`src/rtl/vfrid_pkg.sv`:
```
package vfrid_pkg;

    typedef enum logic [1:0] {
        MODE_OFF   = 2'd0,
        MODE_LIVE  = 2'd1,
        MODE_FAULT = 2'd2
    } mode_e;

    localparam int FUNC_BITS = 3;

endpackage

```
`src/rtl/vfrid_layout_check.sv`:
```
module vfrid_layout_check #(
    parameter int DEVFN_W = 8,
    parameter int CNT_W   = 16,
    parameter int MAX_VFS = 16
) (
    input  logic [DEVFN_W-1:0] pf_devfn,
    input  logic [CNT_W-1:0]   vf_offset,
    input  logic [CNT_W-1:0]   vf_stride,
    input  logic [CNT_W-1:0]   total_vfs,
    input  logic               ari_present,
    output logic               cfg_bad
);
    import vfrid_pkg::*;

    localparam int WIDE_W = 2*CNT_W + 2;
    localparam logic [WIDE_W-1:0] SPACE = WIDE_W'(1) << DEVFN_W;

    logic [WIDE_W-1:0] last_rid;
    logic [CNT_W-1:0]  last_idx;
    logic              past_space;
    logic              slot_differs;
    logic              stride_void;
    logic              too_many;

    always_comb begin
        last_idx     = total_vfs - CNT_W'(1);
        last_rid     = WIDE_W'(pf_devfn) + WIDE_W'(vf_offset)
                     + WIDE_W'(vf_stride) * WIDE_W'(last_idx);
        past_space   = (last_rid >= SPACE);
        slot_differs = !ari_present &&
                       (last_rid[DEVFN_W-1:FUNC_BITS] != pf_devfn[DEVFN_W-1:FUNC_BITS]);
        stride_void  = (vf_stride == '0) && (total_vfs > CNT_W'(1));
        too_many     = (total_vfs > CNT_W'(MAX_VFS));
        cfg_bad      = (total_vfs != '0) &&
                       (past_space || slot_differs || stride_void || too_many);
    end

endmodule

```
`src/rtl/vfrid_match.sv`:
```
module vfrid_match #(
    parameter int DEVFN_W = 8,
    parameter int CNT_W   = 16,
    parameter int MAX_VFS = 16,
    parameter int IDX_W   = $clog2(MAX_VFS)
) (
    input  logic [DEVFN_W-1:0] pf_devfn,
    input  logic [CNT_W-1:0]   vf_offset,
    input  logic [CNT_W-1:0]   vf_stride,
    input  logic [CNT_W-1:0]   eff_cnt,
    input  logic [DEVFN_W-1:0] req_devfn,
    output logic               any_match,
    output logic [IDX_W-1:0]   match_idx
);
    localparam int WIDE_W = 2*CNT_W + 2;

    logic [MAX_VFS-1:0] cand;

    for (genvar i = 0; i < MAX_VFS; i++) begin : g_slot
        localparam logic [WIDE_W-1:0] IW = WIDE_W'(i);
        logic [WIDE_W-1:0] rid_w;
        always_comb begin
            rid_w   = WIDE_W'(pf_devfn) + WIDE_W'(vf_offset) + WIDE_W'(vf_stride) * IW;
            cand[i] = (CNT_W'(i) < eff_cnt) && (rid_w == WIDE_W'(req_devfn));
        end
    end

    always_comb begin
        any_match = 1'b0;
        match_idx = '0;
        for (int k = MAX_VFS - 1; k >= 0; k--) begin
            if (cand[k]) begin
                any_match = 1'b1;
                match_idx = IDX_W'(k);
            end
        end
    end

endmodule

```
`src/rtl/vfrid_index_lookup.sv`:
```
module vfrid_index_lookup #(
    parameter int DEVFN_W = 8,
    parameter int CNT_W   = 16,
    parameter int IDX_W   = 4
) (
    input  logic [DEVFN_W-1:0] pf_devfn,
    input  logic [CNT_W-1:0]   vf_offset,
    input  logic [CNT_W-1:0]   vf_stride,
    input  logic [CNT_W-1:0]   eff_cnt,
    input  logic [IDX_W-1:0]   lk_idx,
    output logic [DEVFN_W-1:0] rid,
    output logic               in_range
);
    localparam int WIDE_W = 2*CNT_W + 2;

    logic [WIDE_W-1:0] rid_w;

    always_comb begin
        rid_w    = WIDE_W'(pf_devfn) + WIDE_W'(vf_offset)
                 + WIDE_W'(vf_stride) * WIDE_W'(lk_idx);
        rid      = rid_w[DEVFN_W-1:0];
        in_range = (CNT_W'(lk_idx) < eff_cnt);
    end

endmodule

```
`src/rtl/vf_rid_decoder.sv`:
```
module vf_rid_decoder #(
    parameter int DEVFN_W = 8,
    parameter int CNT_W   = 16,
    parameter int MAX_VFS = 16,
    parameter int IDX_W   = $clog2(MAX_VFS)
) (
    input  logic               clk,
    input  logic               rst_n,
    input  logic [DEVFN_W-1:0] pf_devfn,
    input  logic [CNT_W-1:0]   vf_offset,
    input  logic [CNT_W-1:0]   vf_stride,
    input  logic [CNT_W-1:0]   total_vfs,
    input  logic [CNT_W-1:0]   num_vfs,
    input  logic               vf_enable,
    input  logic               ari_present,
    input  logic               req_valid,
    input  logic [DEVFN_W-1:0] req_devfn,
    input  logic [IDX_W-1:0]   lk_idx,
    output logic               hit,
    output logic [IDX_W-1:0]   vf_idx,
    output logic               cfg_err,
    output logic               lk_ok,
    output logic [DEVFN_W-1:0] lk_rid
);
    import vfrid_pkg::*;

    mode_e              mode_q;
    mode_e              mode_nxt;
    logic [CNT_W-1:0]   eff_cnt;
    logic               err_c;
    logic               any_c;
    logic [IDX_W-1:0]   idx_c;
    logic [DEVFN_W-1:0] rid_c;
    logic               range_c;

    always_comb begin
        eff_cnt = (vf_enable && (num_vfs <= total_vfs)) ? num_vfs : '0;
    end

    vfrid_layout_check #(
        .DEVFN_W(DEVFN_W), .CNT_W(CNT_W), .MAX_VFS(MAX_VFS)
    ) u_check (
        .pf_devfn    (pf_devfn),
        .vf_offset   (vf_offset),
        .vf_stride   (vf_stride),
        .total_vfs   (total_vfs),
        .ari_present (ari_present),
        .cfg_bad     (err_c)
    );

    vfrid_match #(
        .DEVFN_W(DEVFN_W), .CNT_W(CNT_W), .MAX_VFS(MAX_VFS), .IDX_W(IDX_W)
    ) u_match (
        .pf_devfn  (pf_devfn),
        .vf_offset (vf_offset),
        .vf_stride (vf_stride),
        .eff_cnt   (eff_cnt),
        .req_devfn (req_devfn),
        .any_match (any_c),
        .match_idx (idx_c)
    );

    vfrid_index_lookup #(
        .DEVFN_W(DEVFN_W), .CNT_W(CNT_W), .IDX_W(IDX_W)
    ) u_lookup (
        .pf_devfn  (pf_devfn),
        .vf_offset (vf_offset),
        .vf_stride (vf_stride),
        .eff_cnt   (eff_cnt),
        .lk_idx    (lk_idx),
        .rid       (rid_c),
        .in_range  (range_c)
    );

    // next mode: fault has priority, then arm, else idle
    always_comb begin
        if (err_c)
            mode_nxt = MODE_FAULT;
        else if (eff_cnt != '0)
            mode_nxt = MODE_LIVE;
        else
            mode_nxt = MODE_OFF;
    end

    always_ff @(posedge clk) begin
        if (!rst_n)
            mode_q <= MODE_OFF;
        else
            mode_q <= mode_nxt;
    end

    always_ff @(posedge clk) begin
        if (!rst_n) begin
            hit     <= 1'b0;
            vf_idx  <= '0;
            cfg_err <= 1'b0;
            lk_ok   <= 1'b0;
            lk_rid  <= '0;
        end else begin
            lk_rid <= rid_c;
            unique case (mode_nxt)
                MODE_FAULT: begin
                    hit     <= 1'b0;
                    vf_idx  <= '0;
                    cfg_err <= 1'b1;
                    lk_ok   <= 1'b0;
                end
                MODE_LIVE: begin
                    hit     <= req_valid && any_c;
                    vf_idx  <= any_c ? idx_c : '0;
                    cfg_err <= 1'b0;
                    lk_ok   <= range_c;
                end
                MODE_OFF: begin
                    hit     <= 1'b0;
                    vf_idx  <= '0;
                    cfg_err <= 1'b0;
                    lk_ok   <= 1'b0;
                end
                default: begin
                    hit     <= 1'b0;
                    vf_idx  <= '0;
                    cfg_err <= 1'b0;
                    lk_ok   <= 1'b0;
                end
            endcase
        end
    end

    logic past_ok;
    always_ff @(posedge clk) begin
        if (!rst_n) past_ok <= 1'b0;
        else        past_ok <= 1'b1;
    end

    a_r6_err_quiet: assert property (@(posedge clk) disable iff (!rst_n)
        cfg_err |-> (!hit && !lk_ok));

    a_r6_fault_mode: assert property (@(posedge clk) disable iff (!rst_n)
        (mode_q == MODE_FAULT) |-> cfg_err);

    a_r7_disabled_quiet: assert property (@(posedge clk) disable iff (!rst_n)
        (past_ok && !$past(vf_enable)) |-> (!hit && !lk_ok));

    a_r8_hit_bound: assert property (@(posedge clk) disable iff (!rst_n)
        (past_ok && hit) |-> (CNT_W'(vf_idx) < $past(num_vfs)));

    a_r8_lookup_bound: assert property (@(posedge clk) disable iff (!rst_n)
        (past_ok && (CNT_W'($past(lk_idx)) >= $past(num_vfs))) |-> !lk_ok);

    a_r9_empty_layout: assert property (@(posedge clk) disable iff (!rst_n)
        (past_ok && ($past(total_vfs) == '0)) |-> (!hit && !cfg_err));

    a_r10_no_request: assert property (@(posedge clk) disable iff (!rst_n)
        (past_ok && !$past(req_valid)) |-> !hit);

endmodule

```
`config.mk`:
```
export PLATFORM = sky130hd
export DESIGN_NAME = vf_rid_decoder
export DESIGN_NICKNAME = d
export VERILOG_FILES = /design/src/rtl/vfrid_pkg.sv /design/src/rtl/vfrid_layout_check.sv /design/src/rtl/vfrid_match.sv /design/src/rtl/vfrid_index_lookup.sv /design/src/rtl/vf_rid_decoder.sv
export SDC_FILE = /design/constraint.sdc
export NUM_CORES = 2
export LEC_CHECK = 0
export CAP_MARGIN = 20
export CORE_MARGIN = 4
export CORE_UTILIZATION = 40
export CTS_CLUSTER_SIZE = 40
export DETAILED_ROUTE_END_ITERATION = 10
export PLACE_DENSITY = 0.68
export SLEW_MARGIN = 15
export SYNTH_ARGS = -nofsm -noshare
export SYNTH_HDL_FRONTEND = slang
export SYNTH_SLANG_ARGS = --single-unit
export TNS_END_PERCENT = 5
```
`constraint.sdc`:
```
create_clock -name clk -period 9.7 [get_ports clk]
set_input_delay 1.94 -clock clk [delete_from_list [all_inputs] [get_ports clk]]
set_output_delay 1.94 -clock clk [all_outputs]
set_load 0.01 [all_outputs]
```
* Yosys cells after proc, flatten, opt, wreduce, memory -nomap -nowiden *
Cells that the tools add are included.

storage, ports and cells
  bits in registers = 15
  output and inout bits = 15
  word-level logic and storage cells = 151

operators by class
  add/sub/neg operators = 19
  multipliers = 13
  order comparisons = 21
  equal/unequal tests = 19
  mux-type cells = 35
  bitwise operators = 3
  reduce and logical (&&, ||, !) cells = 33

operators with widths
  cell                     number
  $eq A34 B8 Y1            15
  $add A17 B20 Y21         7
  $lt A4 B16 Y1 const A    8
  $add A17 B19 Y20         4
  $mul A16 B4 Y20 const B  4
  $mul A16 B3 Y19 const B  4
  $lt A3 B16 Y1 const A    4
  $mul A16 B2 Y18 const B  3
  $add A17 B18 Y19         2
  $ge A34 B9 Y1 const B    1
  $add A17 B32 Y33         1
  $lt A1 B16 Y1 const A    2
  $lt A2 B16 Y1 const A    2
  $mul A16 B16 Y32         1
  $mux W4                  8
  $reduce_bool A16 Y1      2
  $logic_and A1 B1 Y1      21
  $mux W1                  19
  $add A17 B16 Y18         1
  $add A17 B17 Y18         1
  $add A8 B16 Y17          1
  $eq A17 B8 Y1            1
  $gt A16 B1 Y1 const B    1
  $gt A16 B5 Y1 const B    1
  20 further kinds         29

* Longest topological paths before layout *
  depth after elaboration = 23
  mapped depth = 33

* Cells and area by module *
Synthesis repeated with hierarchy kept, for this count alone.

second synthesis, totals
  cell total of the unflattened synthesis = 3887
  area total of the unflattened synthesis = 31375.1 um2

by module, submodules not included
  module              instances  cells each  area an instance (um2)  sequential area each (um2)
  vfrid_match         1          2475        19334.8                 0.0
  vfrid_layout_check  1          1167        9933.3                  0.0
  vfrid_index_lookup  1          129         1077.3                  0.0
  vf_rid_decoder      1          116         1029.7                  300.3

* Worst setup path after synthesis *
OpenSTA, ideal clock, no wires.

  path kind = input to register
  start point = input total_vfs[5]
  end point = register vf_idx[3]
  setup time = 0.088 ns
  arrival = 9.694 ns
  data required time = 9.612 ns
  path slack = -0.083 ns
  cell stages on the path = 30
  cell sequence = or4_4 -> nor3_4 -> nand3_1 -> nor2_1 -> xnor2_1 -> clkbuf_1 -> nand2_1 -> fa_1 -> fa_1 -> inv_1 -> fa_1 -> fa_1 -> fa_1 -> inv_1 -> fa_1 -> inv_1 -> ha_1 -> or3b_1 -> o221ai_1 -> a2111oi_2 -> o2111ai_1 -> or4_1 -> a2111oi_2 -> nor4b_2 -> nand3_1 -> a211oi_2 -> a31o_2 -> nor3b_4 -> nand3_2 -> a311oi_2

on the way
  word-level cells in the longest chain between the ends = 23
  elaborated cells on any way between the ends = 80
  classes of those cells = add/sub: 2; mul: 1; order compare: 20; eq/ne: 2; mux: 27; bitwise: 2; reduce/logical: 26

ends and longest elaborated chain
  what                                                                    line                   text
  from (decl)                                                             vf_rid_decoder.sv:12   input logic [CNT_W-1:0] total_vfs,
  parallel branches: the longest is 23 deep, another holds $ge A34 B9 Y1  n/a
  to (signal assigned)                                                    vf_rid_decoder.sv:110  vf_idx <= any_c ? idx_c : '0;
  to (decl)                                                               vf_rid_decoder.sv:20   output logic [IDX_W-1:0] vf_idx,

Parallel ways; which one is timed is not known.
A chain may end at the register's enable or synchronous reset.

* Final worst setup path *
  start point = input total_vfs[0]
  end point = register vf_idx[0]

on the way
  word-level cells in the longest chain between the ends = 23
  elaborated cells on any way between the ends = 87
  classes of those cells = add/sub: 2; mul: 1; order compare: 20; eq/ne: 2; mux: 34; bitwise: 2; reduce/logical: 26

ends and longest elaborated chain
  what
  parallel branches: the longest is 23 deep, another holds $ge A34 B9 Y1

Parallel ways; which one is timed is not known.

==> impl_metrics.prom <==
# TYPE chip_impl_metric gauge
chip_impl_info{name="outcome",value="finished, violations left"} 1
chip_impl_info{name="failed_checks",value="negative setup slack"} 1
chip_impl_info{name="end_kind",value="register"} 1
chip_impl_metric{name="synthToLayoutAreaGrowth",unit="%"} 14.3
chip_impl_metric{name="fin_area",unit="mm2"} 0.0345
chip_impl_metric{name="grt_pass1_wl",unit="um"} 169000
chip_impl_metric{name="number_of_clock_sinks",unit=""} 15
chip_impl_metric{name="power.static_leakage",unit="nW"} 17.0
chip_impl_metric{name="grt_overflow_total",unit=""} 0
chip_impl_metric{name="dr_total_vias",unit=""} 28733
chip_impl_metric{name="report.final.slew_viol_count",unit=""} 0
chip_impl_metric{name="yosys_warn_count",unit=""} 0
chip_impl_metric{name="synth_edf_count",unit=""} 0
chip_impl_metric{name="worst_path_largest_cell_delay",unit="ps"} 530
chip_impl_metric{name="die-area",unit="mm2"} 0.0800
chip_impl_metric{name="power_density",unit="mW/mm2"} 346
chip_impl_metric{name="drt_wl_total",unit="um"} 112000
chip_impl_metric{name="max_freq",unit="GHz"} 0.102
chip_impl_info{name="netlist.top_cell.by_area",value="fa_1"} 1
chip_impl_metric{name="cts-root-to-sink-buffers",unit=""} 2
chip_impl_metric{name="detail_route.first_pass.iterations",unit=""} 8
chip_impl_metric{name="maximum_number_of_pins_on_one_net_before_global_route_repair",unit=""} 26
chip_impl_metric{name="worst_ir_drop_vdd",unit="V"} 0.000555
chip_impl_info{name="setup.worst_path.class",value="primary input to register"} 1
chip_impl_info{name="netlist_top_cells_area",value="fa_1, ha_1, inv_1, xnor2_1, nand2_1"} 1
chip_impl_metric{name="min_period_over_period",unit=""} 1.01
chip_impl_metric{name="number_of_placed_cells_counting_well_taps",unit=""} 4973
chip_impl_metric{name="relSlewSlack",unit=""} 0.297
chip_impl_metric{name="track_usage",unit=""} 0.277
chip_impl_metric{name="rows",unit=""} 100
chip_impl_metric{name="syn-instance-count",unit=""} 3741
chip_impl_metric{name="dpl.hpwl",unit="um"} 92000
chip_impl_metric{name="clkTransAtPathRegs",unit="ps"} 60
chip_impl_metric{name="synth.lib_cells_used.distinct",unit=""} 90
chip_impl_metric{name="finalSetupViolCount",unit=""} 4
chip_impl_metric{name="place_worst_setup_slack",unit="ps"} -949
chip_impl_metric{name="worstPathMaxFanout",unit=""} 9
chip_impl_metric{name="top_level_ports",unit=""} 104
chip_impl_metric{name="post-route-min-period",unit="ps"} 9840
chip_impl_metric{name="cts_inserted_buffers",unit=""} 3
chip_impl_metric{name="numPortBuffers",unit=""} 103
chip_impl_metric{name="drtIter0Drc",unit=""} 2439
chip_impl_metric{name="fp.dieW",unit="um"} 283
chip_impl_metric{name="final_number_of_hold_violating_endpoints",unit=""} 0
chip_impl_metric{name="antenna_found_initial",unit=""} 9
chip_impl_metric{name="grt_pass1_vias",unit=""} 28490
chip_impl_metric{name="die_y",unit="um"} 283
chip_impl_metric{name="cap_violations",unit=""} 0
chip_impl_info{name="grt_setup_unrepaired",value="yes"} 1
chip_impl_info{name="critPathLaunchType",value="primary input"} 1
chip_impl_info{name="cp_common_cell",value="fa_1"} 1
chip_impl_metric{name="syn-num-nets",unit=""} 4719
chip_impl_info{name="most_frequent_standard_cell_in_the_layout_excluding_fill_and_tap_cells",value="inv_1"} 1
chip_impl_metric{name="tightest_slew",unit="ps"} 1050
chip_impl_metric{name="synth_top_cell_area_share",unit=""} 0.271
chip_impl_metric{name="ant_nets",unit=""} 0
chip_impl_metric{name="synth-async-reset-ratio",unit=""} 0
chip_impl_metric{name="placedInstanceArea",unit="mm2"} 0.0340
chip_impl_metric{name="crit_required",unit="ps"} 9900
chip_impl_metric{name="hold_buffers",unit=""} 0
chip_impl_info{name="cts_tree",value="done"} 1
chip_impl_metric{name="routed_len_inst",unit="um"} 22.5
chip_impl_metric{name="post_route_cells_drive_above_1_share",unit=""} 0.0924
chip_impl_info{name="predominant_post_synthesis_flop_cell",value="dfxtp_1"} 1
chip_impl_metric{name="yosysSeqAreaShare",unit=""} 0.00994
chip_impl_metric{name="globalplace.congestion",unit=""} 1.02
chip_impl_metric{name="nNetsFinal",unit=""} 4996
chip_impl_metric{name="fin_util",unit=""} 0.462
chip_impl_info{name="slowest_stage",value="fa_1"} 1
chip_impl_metric{name="route.detailed.vias_per_inst",unit=""} 5.76
chip_impl_metric{name="final.setup.worst_slack",unit="ps"} -142
chip_impl_info{name="most_frequent_cells_in_the_layout",value="inv_1, ha_1, fa_1"} 1
chip_impl_metric{name="floorplan.initialDensity",unit=""} 0.404
chip_impl_info{name="min-delay-path-class",value="primary input to register"} 1
chip_impl_info{name="root_driver",value="clkbuf_16"} 1
chip_impl_metric{name="drt_drc_violations_left",unit=""} 0
chip_impl_metric{name="synth_area_per_cell",unit="um2"} 8.08
chip_impl_metric{name="placeableCoreArea",unit="mm2"} 0.0747
chip_impl_metric{name="htree_levels",unit=""} 1
chip_impl_metric{name="worst_ep_arrival_time",unit="ps"} 10040
chip_impl_metric{name="layout_cells_excl_fill",unit=""} 4987
chip_impl_metric{name="synthesis.area",unit="mm2"} 0.0302
chip_impl_metric{name="ys_seq_elements",unit=""} 15
==> stage by stage <==
step           hold slack, ps  setup TNS, ps  total power [mW]
2_1_floorplan            2060              0              7.30
3_3_place_gp             2520          -5230              10.9
3_5_place_dp             2520          -5750              10.9
4_1_cts                  2260           -503              11.6
5_1_grt                  2260          -2210              13.1
6_report                 2260           -419              12.0
==> state kept, by name, summed over array words and instances (netlist names) <==
signal   flops
cfg_err      1
lk_ok        1
lk_rid       8
hit          1
vf_idx       4
==> cells in the mapped netlist, types with 65 or more instances <==
cell,number
clkbuf_1,68
nor2_1,208
ha_1,480
o21ai_0,122
fa_1,409
nor3_1,65
inv_1,627
nand2b_1,67
and2_1,99
a21oi_1,214
nand3_1,71
xor2_1,89
xnor2_1,188
a21o_1,77
nand2_1,322
==> worst max-delay path: cells and delay by family <==
family,cells,cell delay [ps]
xor gates and xnor gates,1,310
and+or+nand+nor,6,1420
adders and majority gates,8,3440
buffers and inverters,10,1350
AOI/OAI and AO/OA,7,1540
==> power by group <==
part	switching, mW	total (mW)	internal, mW
Clock	0.0300	0.0857	0.0557
Combinational	6.37	11.8	5.42
Sequential	0.00278	0.0768	0.0740
==> cell type report <==
cell class | count | area (um2)
diodes | 1 | 2.50
clock buffers | 3 | 75.1
clock inverters | 1 | 7.51
fillers | 7363 | 40200
inverters | 630 | 2360
multi-input cells | 3018 | 27700
flip-flops and latches | 15 | 300
well taps | 969 | 1210
repair buffers | 350 | 2880
==> metal layers <==
layer | vias up | wire [um] | GRT usage
met3 | 327 | 9730 | 0.0481
li1 | 13198 | - | -
met1 | 13947 | 45300 | 0.358
met5 | - | 0 | 0
met4 | 0 | 6900 | 0.131
met2 | 1261 | 50500 | 0.453
==> repair_timing <==
action | in CTS | in global routing
gates cloned | 0 | 0
gates resized for setup | 80 | 16
endpoints found under the setup margin | 7 | 7
pin swaps | 65 | 15
buffers inserted | 8 | 1
==> final timing paths <==
kind	startpoint	to	slack (ps)	cells after the start
max	total_vfs[0]	vf_idx[0]$_SDFF_PP0_	-140	32
min	req_valid	hit$_SDFF_PN0_	2260	2
==> logic make-up after synthesis <==
family,after synthesis,share of synthesized area
simple gates,1069,0.177
fa+ha+maj,889,0.470
compound gates,756,0.166
buf+inv,708,0.0882
xor+xnor,277,0.0803
mux,27,0.00911
flops,15,0.00994
(Power assumes the default switching activity.)
